==> src/rtl/tailtag_pkg.sv <==
package tailtag_pkg;
  localparam int BYTE_W   = 8;
  localparam int DEST_W   = 2;
  localparam int PRIO_W   = 2;
  localparam int DEST_LSB = 0;
  localparam int PRIO_LSB = DEST_LSB + DEST_W;
  localparam int SRC_BIT  = 0;

  typedef enum logic [DEST_W-1:0] {
    DST_LOOKUP = 2'd0,
    DST_PORT1  = 2'd1,
    DST_PORT2  = 2'd2,
    DST_BOTH   = 2'd3
  } dest_e;

  function automatic logic [DEST_W-1:0] tag_dest(input logic [BYTE_W-1:0] t);
    return t[DEST_LSB +: DEST_W];
  endfunction

  function automatic logic [PRIO_W-1:0] tag_prio(input logic [BYTE_W-1:0] t);
    return t[PRIO_LSB +: PRIO_W];
  endfunction

  function automatic logic [BYTE_W-1:0] make_src_tag(input logic src);
    logic [BYTE_W-1:0] t;
    t = '0;
    t[SRC_BIT] = src;
    return t;
  endfunction
endpackage

==> src/rtl/tt_ingress_strip.sv <==
module tt_ingress_strip
  import tailtag_pkg::*;
(
  input  logic              clk,
  input  logic              rst_n,
  input  logic              en,
  input  logic              in_valid,
  input  logic [BYTE_W-1:0] in_data,
  input  logic              in_sof,
  input  logic              in_eof,
  output logic              out_valid,
  output logic [BYTE_W-1:0] out_data,
  output logic              out_sof,
  output logic              out_eof,
  output logic              tag_valid,
  output logic [DEST_W-1:0] dest,
  output logic [PRIO_W-1:0] prio,
  output logic              err,
  output logic              short_ev,
  output logic              tag_ev
);
  logic              have_q;
  logic [BYTE_W-1:0] hold_q;
  logic              hold_sof_q;

  assign short_ev = en && in_valid && in_eof && (in_sof || !have_q);
  assign tag_ev   = en && in_valid && in_eof && !short_ev;

  always_ff @(posedge clk) begin
    if (!rst_n) begin
      have_q     <= 1'b0;
      hold_q     <= '0;
      hold_sof_q <= 1'b0;
      out_valid  <= 1'b0;
      out_data   <= '0;
      out_sof    <= 1'b0;
      out_eof    <= 1'b0;
      tag_valid  <= 1'b0;
      dest       <= '0;
      prio       <= '0;
      err        <= 1'b0;
    end else begin
      out_valid <= 1'b0;
      tag_valid <= 1'b0;
      err       <= 1'b0;
      if (!en) begin
        have_q <= 1'b0;
        if (in_valid) begin
          out_valid <= 1'b1;
          out_data  <= in_data;
          out_sof   <= in_sof;
          out_eof   <= in_eof;
        end
      end else if (in_valid) begin
        if (short_ev) begin
          err    <= 1'b1;
          have_q <= 1'b0;
        end else if (tag_ev) begin
          out_valid <= 1'b1;
          out_data  <= hold_q;
          out_sof   <= hold_sof_q;
          out_eof   <= 1'b1;
          tag_valid <= 1'b1;
          dest      <= tag_dest(in_data);
          prio      <= tag_prio(in_data);
          have_q    <= 1'b0;
        end else begin
          out_valid  <= have_q;
          out_data   <= hold_q;
          out_sof    <= hold_sof_q;
          out_eof    <= 1'b0;
          hold_q     <= in_data;
          hold_sof_q <= in_sof;
          have_q     <= 1'b1;
        end
      end
    end
  end
endmodule

==> src/rtl/tt_egress_append.sv <==
module tt_egress_append
  import tailtag_pkg::*;
(
  input  logic              clk,
  input  logic              rst_n,
  input  logic              en,
  input  logic              in_valid,
  input  logic [BYTE_W-1:0] in_data,
  input  logic              in_sof,
  input  logic              in_eof,
  input  logic              in_src,
  output logic              out_valid,
  output logic [BYTE_W-1:0] out_data,
  output logic              out_sof,
  output logic              out_eof,
  output logic              pend
);
  logic [BYTE_W-1:0] pend_tag_q;
  logic              append_ev;

  assign append_ev = en && in_valid && in_eof && !pend;

  always_ff @(posedge clk) begin
    if (!rst_n) begin
      pend       <= 1'b0;
      pend_tag_q <= '0;
      out_valid  <= 1'b0;
      out_data   <= '0;
      out_sof    <= 1'b0;
      out_eof    <= 1'b0;
    end else if (pend) begin
      out_valid <= 1'b1;
      out_data  <= pend_tag_q;
      out_sof   <= 1'b0;
      out_eof   <= 1'b1;
      pend      <= 1'b0;
    end else if (in_valid) begin
      out_valid <= 1'b1;
      out_data  <= in_data;
      out_sof   <= in_sof;
      out_eof   <= in_eof && !append_ev;
      if (append_ev) begin
        pend       <= 1'b1;
        pend_tag_q <= make_src_tag(in_src);
      end
    end else begin
      out_valid <= 1'b0;
    end
  end
endmodule

==> src/rtl/hostport_tailtag.sv <==
module hostport_tailtag
  import tailtag_pkg::*;
(
  input  logic              clk,
  input  logic              rst_n,
  input  logic              tag_en,
  input  logic              ig_in_valid,
  input  logic [BYTE_W-1:0] ig_in_data,
  input  logic              ig_in_sof,
  input  logic              ig_in_eof,
  output logic              ig_out_valid,
  output logic [BYTE_W-1:0] ig_out_data,
  output logic              ig_out_sof,
  output logic              ig_out_eof,
  output logic              ig_tag_valid,
  output logic [DEST_W-1:0] ig_dest,
  output logic [PRIO_W-1:0] ig_prio,
  output logic              ig_err,
  input  logic              eg_in_valid,
  input  logic [BYTE_W-1:0] eg_in_data,
  input  logic              eg_in_sof,
  input  logic              eg_in_eof,
  input  logic              eg_in_src,
  output logic              eg_out_valid,
  output logic [BYTE_W-1:0] eg_out_data,
  output logic              eg_out_sof,
  output logic              eg_out_eof
);
  logic ig_short_ev;
  logic ig_tag_ev;
  logic eg_pend;

  tt_ingress_strip u_ing (
    .clk      (clk),
    .rst_n    (rst_n),
    .en       (tag_en),
    .in_valid (ig_in_valid),
    .in_data  (ig_in_data),
    .in_sof   (ig_in_sof),
    .in_eof   (ig_in_eof),
    .out_valid(ig_out_valid),
    .out_data (ig_out_data),
    .out_sof  (ig_out_sof),
    .out_eof  (ig_out_eof),
    .tag_valid(ig_tag_valid),
    .dest     (ig_dest),
    .prio     (ig_prio),
    .err      (ig_err),
    .short_ev (ig_short_ev),
    .tag_ev   (ig_tag_ev)
  );

  tt_egress_append u_egr (
    .clk      (clk),
    .rst_n    (rst_n),
    .en       (tag_en),
    .in_valid (eg_in_valid),
    .in_data  (eg_in_data),
    .in_sof   (eg_in_sof),
    .in_eof   (eg_in_eof),
    .in_src   (eg_in_src),
    .out_valid(eg_out_valid),
    .out_data (eg_out_data),
    .out_sof  (eg_out_sof),
    .out_eof  (eg_out_eof),
    .pend     (eg_pend)
  );
endmodule

==> config.mk <==
export PLATFORM = sky130hd
export DESIGN_NAME = hostport_tailtag
export DESIGN_NICKNAME = d
export VERILOG_FILES = /design/src/rtl/tailtag_pkg.sv /design/src/rtl/tt_ingress_strip.sv /design/src/rtl/tt_egress_append.sv /design/src/rtl/hostport_tailtag.sv
export SDC_FILE = /design/constraint.sdc
export NUM_CORES = 1
export LEC_CHECK = 0
export ABC_AREA = 1
export BUFFER_PORTS_ARGS = -buffer_cell sky130_fd_sc_hd__buf_4
export CORE_MARGIN = 3
export CORE_UTILIZATION = 49
export CTS_CLUSTER_SIZE = 12
export DETAILED_ROUTE_END_ITERATION = 12
export GPL_TIMING_DRIVEN = 1
export PLACE_DENSITY = 0.75
export SKIP_CTS_REPAIR_TIMING = 1
export SYNTH_ARGS = -nofsm -noshare
export SYNTH_HDL_FRONTEND = slang
export SYNTH_SLANG_ARGS = --single-unit
==> constraint.sdc <==
create_clock -name clk -period 1.3 [get_ports clk]
set_input_delay 0.26 -clock clk [delete_from_list [all_inputs] [get_ports clk]]
set_output_delay 0.26 -clock clk [all_outputs]
set_load 0.1 [all_outputs]
==> results_dict.tcl, run 1 <==
set metrics [dict create \
    cap_violations 0 \
    gr-total-overflow 0 \
    clockRootBuffer "clkbuf_4" \
    num_antenna_cells 0 \
    die_height_um 63.6 \
    insertion_delay_ns 0.33 \
    worstMarginPinSlew_ns 0.345 \
    dieArea_sq_mm 0.00404 \
    dp_slack_ns 0.111 \
    grt_pass1_vias 1423 \
    synth_top_area_share_pct 49.3 \
    utilization_pct 70.2 \
    worst_ep_arrival_time_ns 0.99 \
    end_kind "output pin" \
    p_int_w 0.00175 \
    syn_nets 252 \
    seqPwrFrac_pct 49.9 \
    wl_per_cell_um 10.7 \
    fin_ws_ns 0.0520 \
    switching_share_pct 33.8 \
    synth-xor-area-share_pct 0 \
    synth_common_cells "nand2_1, nor2_1, dfxtp_1" \
    hold_class "input pin to register" \
    p_comb_share_pct 26.4 \
    cp_slowest_cell "dfxtp_1" \
    yosysTopAreaCell "dfxtp_1" \
    post_synth_and_or_nand_nor_area_fraction_pct 27.7 \
    slew_headroom_pct 76.9 \
    initial_utilization_pct 52.4 \
    hpwl_um 2590 \
    clk_pin_slew_ns 0.10 \
    regArea_sq_um 802 \
    die_w_um 63.6 \
    p_sw_w 0.000894 \
    ys.flop_type "dfxtp_1" \
    gp_congestion 0.851 \
    fin_skew_ns 0.00247 \
    synth_cells 226 \
    synth_top_family_by_area "simple AND/OR/NAND/NOR gates" \
    worst_path_dominant_cell_family "flip-flops" \
    multiInputGateArea_sq_um 676 \
    drtAntennaViolNets 0 \
    power_density_mw_per_mm2 1220 \
    crit_fanout 2 \
    seq_area_frac_synth_pct 49.3 \
    setup_viol 0 \
    portBuffers 53 \
    routed_wl_um 3510 \
    p_leak_nw 1.11 \
    firstDrtPassIters 4 \
    cp_cell_sequence "buf_4" \
    fmax_mhz 801 \
    synth_edf_count 0 \
    synthToLayoutAreaGrowth_pct 34.0 \
    ctsLongestPathBuffers 2 \
    synth-compound-area-share_pct 13.9 \
    crit_type "register to output pin" \
    drtIter0Drc 73 \
    drcViolationCount 0 \
    num_vias 1557 \
    final_nets 308 \
    min_period_ns 1.25 \
    timing.critical_path.buf_inv 1 \
    cts_sinks 40 \
    synth_area_leaders "dfxtp_1, nand2_1, nor2_1" \
    fin_setup_tns_ns 0 \
    irDropWorstVdd_mv 0.666 \
    synthAdderAreaFrac_pct 0 \
    hold_viol 0 \
    async_reset_ff_share_pct 0 \
    period_share_pct 96.0 \
    core_area_sq_mm 0.00310 \
    critical_path.startpoint_type "register" \
    fillers 269 \
    ys_seq_elements 40 \
    synth_area_sq_mm 0.00163 \
    cts_tree "built" \
    grt_max_degree 22 \
    outcome "completed" \
    cts_inserted_buffers 5 \
    syn_avg_cell_area_sq_um 7.19 \
    drive_above_1_share_pct 25.4 \
    io_pins 54 \
    synthMuxAreaShare_pct 0 \
    synth_cell_types 20 \
    synth_warnings 0 \
    slowest_delay_ns 0.36 \
    grt_pass1_wl_um 5870 \
    antenna_found_initial 0 \
    viasPerCell 4.76 \
    grt_usage_pct 18.1 \
    cts_max_level 2 \
    rows 20 \
    maxSlewViolCount 0 \
    power_frac_clock_pct 23.7 \
    worstPathRequired_ns 1.04 \
]
## sequential cells by signal (all words and copies together), names as in the netlist, 2 cells and up
name and flops:
u_egr.out_data 8, u_ing.dest 2, u_ing.hold_q 8, u_ing.out_data 8, u_ing.prio 2
## cells by family (layout without fill, tap and decap cells)
group	Yosys count	after routing
compound gates	44	44
buf+inv	36	93
flops	40	40
simple gates	106	106
## through the flow
stage	std cells	hold slack [ns]	total power, W	cell area [sq um]
CTS	327	0.153	0.00266	2140
finish	327	0.166	0.00265	2180
floorplan	226	0.399	0.00185	1630
global route	327	0.146	0.00279	2180
detailed placement	319	0.452	0.00204	2090
global placement	319	0.450	0.00203	2090
## worst paths after layout
kind,from,end,slack [ns],cells past startpoint
worst min register to register,u_egr.out_data[1]$_SDFFE_PN0P_,u_egr.out_data[1]$_SDFFE_PN0P_,0.47,2
worst max-delay path,u_egr.out_data[3]$_SDFFE_PN0P_,eg_out_data[3],0.05,1
worst max register to register,u_ing.have_q$_SDFFE_PN0P_,u_ing.dest[1]$_SDFFE_PN0P_,0.27,6
worst min-delay path,eg_in_data[6],u_egr.out_data[6]$_SDFFE_PN0P_,0.17,3
## layout make-up
cell class	instances	share of cell area, %
multi-input combinational	150	31.0
timing repair buffer	59	22.5
sequential	40	36.8
inverter	26	4.48
tap	44	2.53
clock buffer	8	2.70
## power by group through the flow
stage / sequential, W / combinational, W / clock [W]
2_1_floorplan: 0.00167 / 0.000178 / 0
6_report: 0.00132 / 0.000700 / 0.000626
3_3_place_gp: 0.00135 / 0.000688 / 0
3_5_place_dp: 0.00135 / 0.000691 / 0
5_1_grt: 0.00133 / 0.000742 / 0.000718
4_1_cts: 0.00132 / 0.000692 / 0.000649
## metal layers
layer	GRT usage, %	vias up	share of wire (%)
met1	20.8	689	45
met5	0	-	0
met4	6.47	0	0.51
met3	6.60	2	6.4
met2	30.8	43	48
li1	-	823	-
## placed cells by master, fill, tap and decap left out, types with 2 or more instances in the layout
master,instances
nor3_1,2
clkbuf_1,2
nor2_4,2
a21oi_1,28
dfxtp_1,39
nor2_2,2
o21ai_0,14
nor2_1,42
buf_4,49
inv_1,26
nand3_1,12
nand2_1,42
clkbuf_4,5
buf_6,9
No activity file was read; power rests on OpenSTA's default activity.
==> inputs of run 2 (changes only) <==
- CORE_ASPECT_RATIO: unset -> 1.25
- REMOVE_ABC_BUFFERS: unset -> 1
==> run 2 against run 1 <==
Net effect: utilization decreased by 0.054 points; routed wire length shrank 1.6%; clock power down 8.6%; worst setup slack got worse by 0.012 ns; fmax down 0.97%; non-clock buffer count did not move; die area about the same; via count down 0.45%; final area fell by 1.6%; highest routed layer unchanged.
==> results_dict.tcl, run 2 (same netlist as run 1, synthesis figures left out) <==
set metrics [dict create \
    cts_tree "built" \
    p_leak_nw 1.10 \
    firstDrtPassIters 6 \
    final_nets 308 \
    fmax_mhz 793 \
    crit_type "register to output pin" \
    fin_skew_ns 0.00978 \
    num_vias 1550 \
    multiInputGateArea_sq_um 676 \
    core_area_sq_mm 0.00306 \
    die_height_um 70.4 \
    cp_cell_sequence "buf_4" \
    hold_end "u_egr.out_eof$_SDFFE_PN0P_" \
    rrSetupSlack_ns 0.23 \
    power_density_mw_per_mm2 1210 \
    hold_viol 0 \
    num_antenna_cells 0 \
    drtAntennaViolNets 0 \
    reg.largest.list "u_egr.out_data x8, u_ing.hold_q x8, u_ing.out_data x8" \
    antenna_found_initial 0 \
    die_w_um 57.5 \
    worst_path_dominant_cell_family "flip-flops" \
    timing.critical_path.buf_inv 1 \
    finalInstanceArea_sq_mm 0.00214 \
    routed_wl_um 3450 \
    insertion_delay_ns 0.35 \
    io_pins 54 \
    grt_pass1_vias 1432 \
    viasPerCell 4.87 \
    min_period_ns 1.26 \
    grt_max_degree 26 \
    cts_inserted_buffers 5 \
    dieArea_sq_mm 0.00405 \
    ctsLongestPathBuffers 2 \
    utilization_pct 70.1 \
    final_cell_mix "buf_4, nand2_1, nor2_1" \
    outcome "completed" \
    wl_per_cell_um 10.9 \
    grt_usage_pct 18.1 \
    crit_fanout 2 \
    synthToLayoutAreaGrowth_pct 31.9 \
    place_area_sq_mm 0.00207 \
    worst_ep_arrival_time_ns 1.00 \
    clk_pin_slew_ns 0.12 \
    regToRegEndpoint "u_ing.prio[1]$_SDFFE_PN0P_" \
    hold_start "eg_in_eof" \
    clockRootBuffer "clkbuf_4" \
    grt_pass1_wl_um 5910 \
    worstPathRequired_ns 1.04 \
    irDropWorstVdd_mv 0.724 \
    gp_congestion 0.773 \
    maxSlewViolCount 0 \
    initial_utilization_pct 53.2 \
    rsz0062_at_grt "no" \
    period_share_pct 96.9 \
    drcViolationCount 0 \
    cts_sinks 40 \
    end_kind "output pin" \
    cts_max_level 2 \
    regArea_sq_um 801 \
    cp_slowest_cell "dfxtp_1" \
    drive_above_1_share_pct 25.2 \
    fillers 282 \
    rows 22 \
    critical_path.startpoint_type "register" \
    worstHoldPathCells 3 \
    slew_headroom_pct 76.4 \
    reg2reg_from "u_ing.have_q$_SDFFE_PN0P_" \
    worstMarginPinSlew_ns 0.353 \
    final_common_cell "buf_4" \
    hpwl_um 2490 \
    gr-total-overflow 0 \
    portBuffers 53 \
    timing.hold.ws_ns 0.158 \
    hold_class "input pin to register" \
    cap_violations 0 \
    setup_viol 0 \
    reg2reg_depth 6 \
    drtIter0Drc 52 \
    slowest_delay_ns 0.36 \
]
-- run 2: cell types whose count changed in the layout (fill, tap and decap cells not counted), sizes merged --
cell	delta
clkbuf	-2
clkinv	+1
-- run 2: layout make-up --
cell class | instances | area share [%]
clock buffers | 6 | 1.93
flip-flops and latches | 40 | 37.4
well taps | 36 | 2.10
multi-input cells | 150 | 31.5
repair buffers | 59 | 22.3
inverters | 26 | 4.55
clock inverters | 1 | 0.234
-- run 2: routing by layer --
layer	vias up	part of all wire (%)	track usage, %
met3	6	8.9	7.02
met4	0	1.4	6.96
li1	821	-	-
met2	44	45	28.8
met5	-	0	0
met1	679	44	21.8
-- run 2: worst max-delay path by stage --
stage                                              start                          to  cells past startpoint  slack (ns)
final                         u_ing.prio[0]$_SDFFE_PN0P_                  ig_prio[0]                      1        0.04
after global routing      u_ing.out_data[5]$_SDFFE_PN0P_              ig_out_data[5]                      1       0.005
after CTS                 u_ing.out_data[2]$_SDFFE_PN0P_              ig_out_data[2]                      1        0.02
after detailed placement                     ig_in_valid  u_ing.prio[0]$_SDFFE_PN0P_                      7        0.13
after floorplan               u_egr.out_sof$_SDFFE_PP0P_  u_egr.out_sof$_SDFFE_PP0P_                      2       -0.03
after global placement                         ig_in_sof  u_ing.prio[0]$_SDFFE_PN0P_                      8        0.14
-- run 2: per-stage QoR --
stage / worst slack (ns) / setup TNS (ns) / total power [W] / instances
after floorplan: -0.0337 / -0.0337 / 0.00182 / 216
after global placement: 0.142 / 0 / 0.00203 / 311
after detailed placement: 0.127 / 0 / 0.00204 / 311
after CTS: 0.0185 / 0 / 0.00260 / 318
after global routing: 0.00462 / 0 / 0.00271 / 318
final: 0.0397 / 0 / 0.00258 / 318
-- run 2: report_power, final --
| part | switching, W | internal [W] |
|---|---|---|
| clock | 0.000373 | 0.000199 |
| sequential | 0.0000331 | 0.00129 |
| combinational | 0.000498 | 0.000193 |
| total | 0.000904 | 0.00168 |
==> inputs of run 3 (changes only) <==
- CTS_BUF_LIST: unset -> sky130_fd_sc_hd__clkbuf_16
==> run 3 against run 2 <==
Net effect: utilization increased by 2.1 points; power increased by 21%; routed wire length increased by 3.6%; critical path type unchanged; critical endpoint is now ig_out_data[2].
==> results_dict.tcl, run 3 (same netlist as run 1, synthesis figures left out) <==
set metrics [dict create \
    utilization_pct 72.3 \
    final_nets 308 \
    cp.depth 1 \
    finalPower_w 0.00312 \
    crit_type "register to output pin" \
    insertion_delay_ns 0.27 \
    drtIter0Drc 63 \
    fmax_mhz 835 \
    cap_violations 0 \
    viasPerCell 4.92 \
    die_height_um 70.4 \
    portBuffers 53 \
    period_share_pct 92.1 \
    core_area_sq_mm 0.00306 \
    critical_path.startpoint_type "register" \
    cts_sinks 40 \
    timing.critical_path.buf_inv 1 \
    rows 22 \
    fillers 274 \
    hold_class "input pin to register" \
    min_period_ns 1.20 \
    slew_headroom_pct 75.7 \
    cts_tree "built" \
    final_common_cell "buf_4" \
    timing.hold.ws_ns 0.237 \
    routed_wl_um 3580 \
    num_antenna_cells 0 \
    gr-usage-met1_pct 21.7 \
    rrSetupSlack_ns 0.23 \
    drtAntennaViolNets 0 \
    grt_use_met2_pct 30.7 \
    grt_max_degree 26 \
    maxSlewViolCount 0 \
    hold_viol 0 \
    worst_ep_arrival_time_ns 0.94 \
    gp_congestion 0.773 \
    outcome "completed" \
    crit_start "u_ing.out_data[2]$_SDFFE_PN0P_" \
    p_leak_nw 1.14 \
    initial_utilization_pct 53.2 \
    rsz0062_at_grt "no" \
    reg.largest.list "u_egr.out_data x8, u_ing.hold_q x8, u_ing.out_data x8" \
    num_vias 1566 \
    synthToLayoutAreaGrowth_pct 35.9 \
    grt_pass1_wl_um 6090 \
    worstPathRequired_ns 1.04 \
    reg2reg_depth 6 \
    hpwl_um 2490 \
    worst_path_dominant_cell_family "flip-flops" \
    drcViolationCount 0 \
    cts_max_level 2 \
    power_density_mw_per_mm2 1410 \
    wl_per_cell_um 11.2 \
    die_w_um 57.5 \
    gr-total-overflow 0 \
    busiest_layer "met2" \
    firstDrtPassIters 4 \
    dieArea_sq_mm 0.00405 \
    slowest_delay_ns 0.36 \
    end_kind "output pin" \
    final_cell_mix "buf_4, nand2_1, nor2_1" \
    drive_above_1_share_pct 25.2 \
    worstMarginPinSlew_ns 0.364 \
    clk_pin_slew_ns 0.05 \
    regToRegEndpoint "u_ing.prio[1]$_SDFFE_PN0P_" \
    clockRootBuffer "clkbuf_16" \
    fin_skew_ns 0.00412 \
    met3_usage_pct 6.65 \
    setup.worst_path.end "ig_out_data[2]" \
    placed_cells 311 \
    io_pins 54 \
    crit_fanout 2 \
    cp_cell_sequence "buf_4" \
    grt_usage_pct 18.7 \
    antenna_found_initial 0 \
    cp_slowest_cell "dfxtp_1" \
    reg2reg_from "u_ing.have_q$_SDFFE_PN0P_" \
    cts_inserted_buffers 5 \
    irDropWorstVdd_mv 1.02 \
    stdcell_count 318 \
    setup_viol 0 \
    grt_pass1_vias 1498 \
    ctsLongestPathBuffers 2 \
]
-- run 3: changes by cell type in the layout (fill, tap and decap cells not counted) --
cell       delta
clkbuf_4      -5
clkbuf_1      -1
inv_1         +1
buf_4         +6
buf_6         -6
clkbuf_16     +5
-- run 3: per-stage QoR --
stage	setup slack, ns	setup TNS [ns]	cell area, sq um
6_report	0.102	0	2210
5_1_grt	0.0851	0	2210
4_1_cts	0.110	0	2210
3_5_place_dp	0.127	0	2070
3_3_place_gp	0.142	0	2070
2_1_floorplan	-0.0337	-0.0337	1570
-- run 3: where the power goes --
group          internal (W)  switching (W)
Clock              0.000688       0.000424
Sequential          0.00129      0.0000320
Combinational      0.000187       0.000501
Total               0.00217       0.000957
-- run 3: per-layer routing --
metal / vias up / wire length, um / part of all wire, %
met2: 47 / 1730 / 48
met3: 4 / 280 / 7.8
li1: 821 / - / -
met5: - / 0 / 0
met4: 0 / 30 / 0.84
met1: 694 / 1540 / 43
-- run 3: worst min path at each step --
stage,depth (start not counted),startpoint,endpoint,slack [ns]
after floorplan,2,rst_n,u_egr.out_data[0]$_SDFFE_PN0P_,0.36
after global placement,2,u_egr.out_data[5]$_SDFFE_PN0P_,u_egr.out_data[5]$_SDFFE_PN0P_,0.45
after detailed placement,2,u_egr.out_data[4]$_SDFFE_PN0P_,u_egr.out_data[4]$_SDFFE_PN0P_,0.46
after CTS,3,ig_in_data[6],u_ing.hold_q[6]$_SDFFE_PN0P_,0.23
after global routing,3,ig_in_data[5],u_ing.hold_q[5]$_SDFFE_PN0P_,0.24
final,3,ig_in_data[5],u_ing.hold_q[5]$_SDFFE_PN0P_,0.24
-- run 3: area by class of cell --
class / instances / area, sq um / area share [%]
Timing Repair Buffer: 59 / 455 / 20.6
Multi-Input combinational cell: 150 / 676 / 30.6
Inverter: 26 / 97.6 / 4.42
Clock buffer: 5 / 125 / 5.67
Tap cell: 36 / 45.0 / 2.04
Sequential cell: 40 / 801 / 36.3
Clock inverter: 2 / 8.76 / 0.397
-- run 3: tightest hold or removal path, stage by stage --
cell and delay [ns]:
buf_4 0.07, inv_1 0.04, a21oi_1 0.10
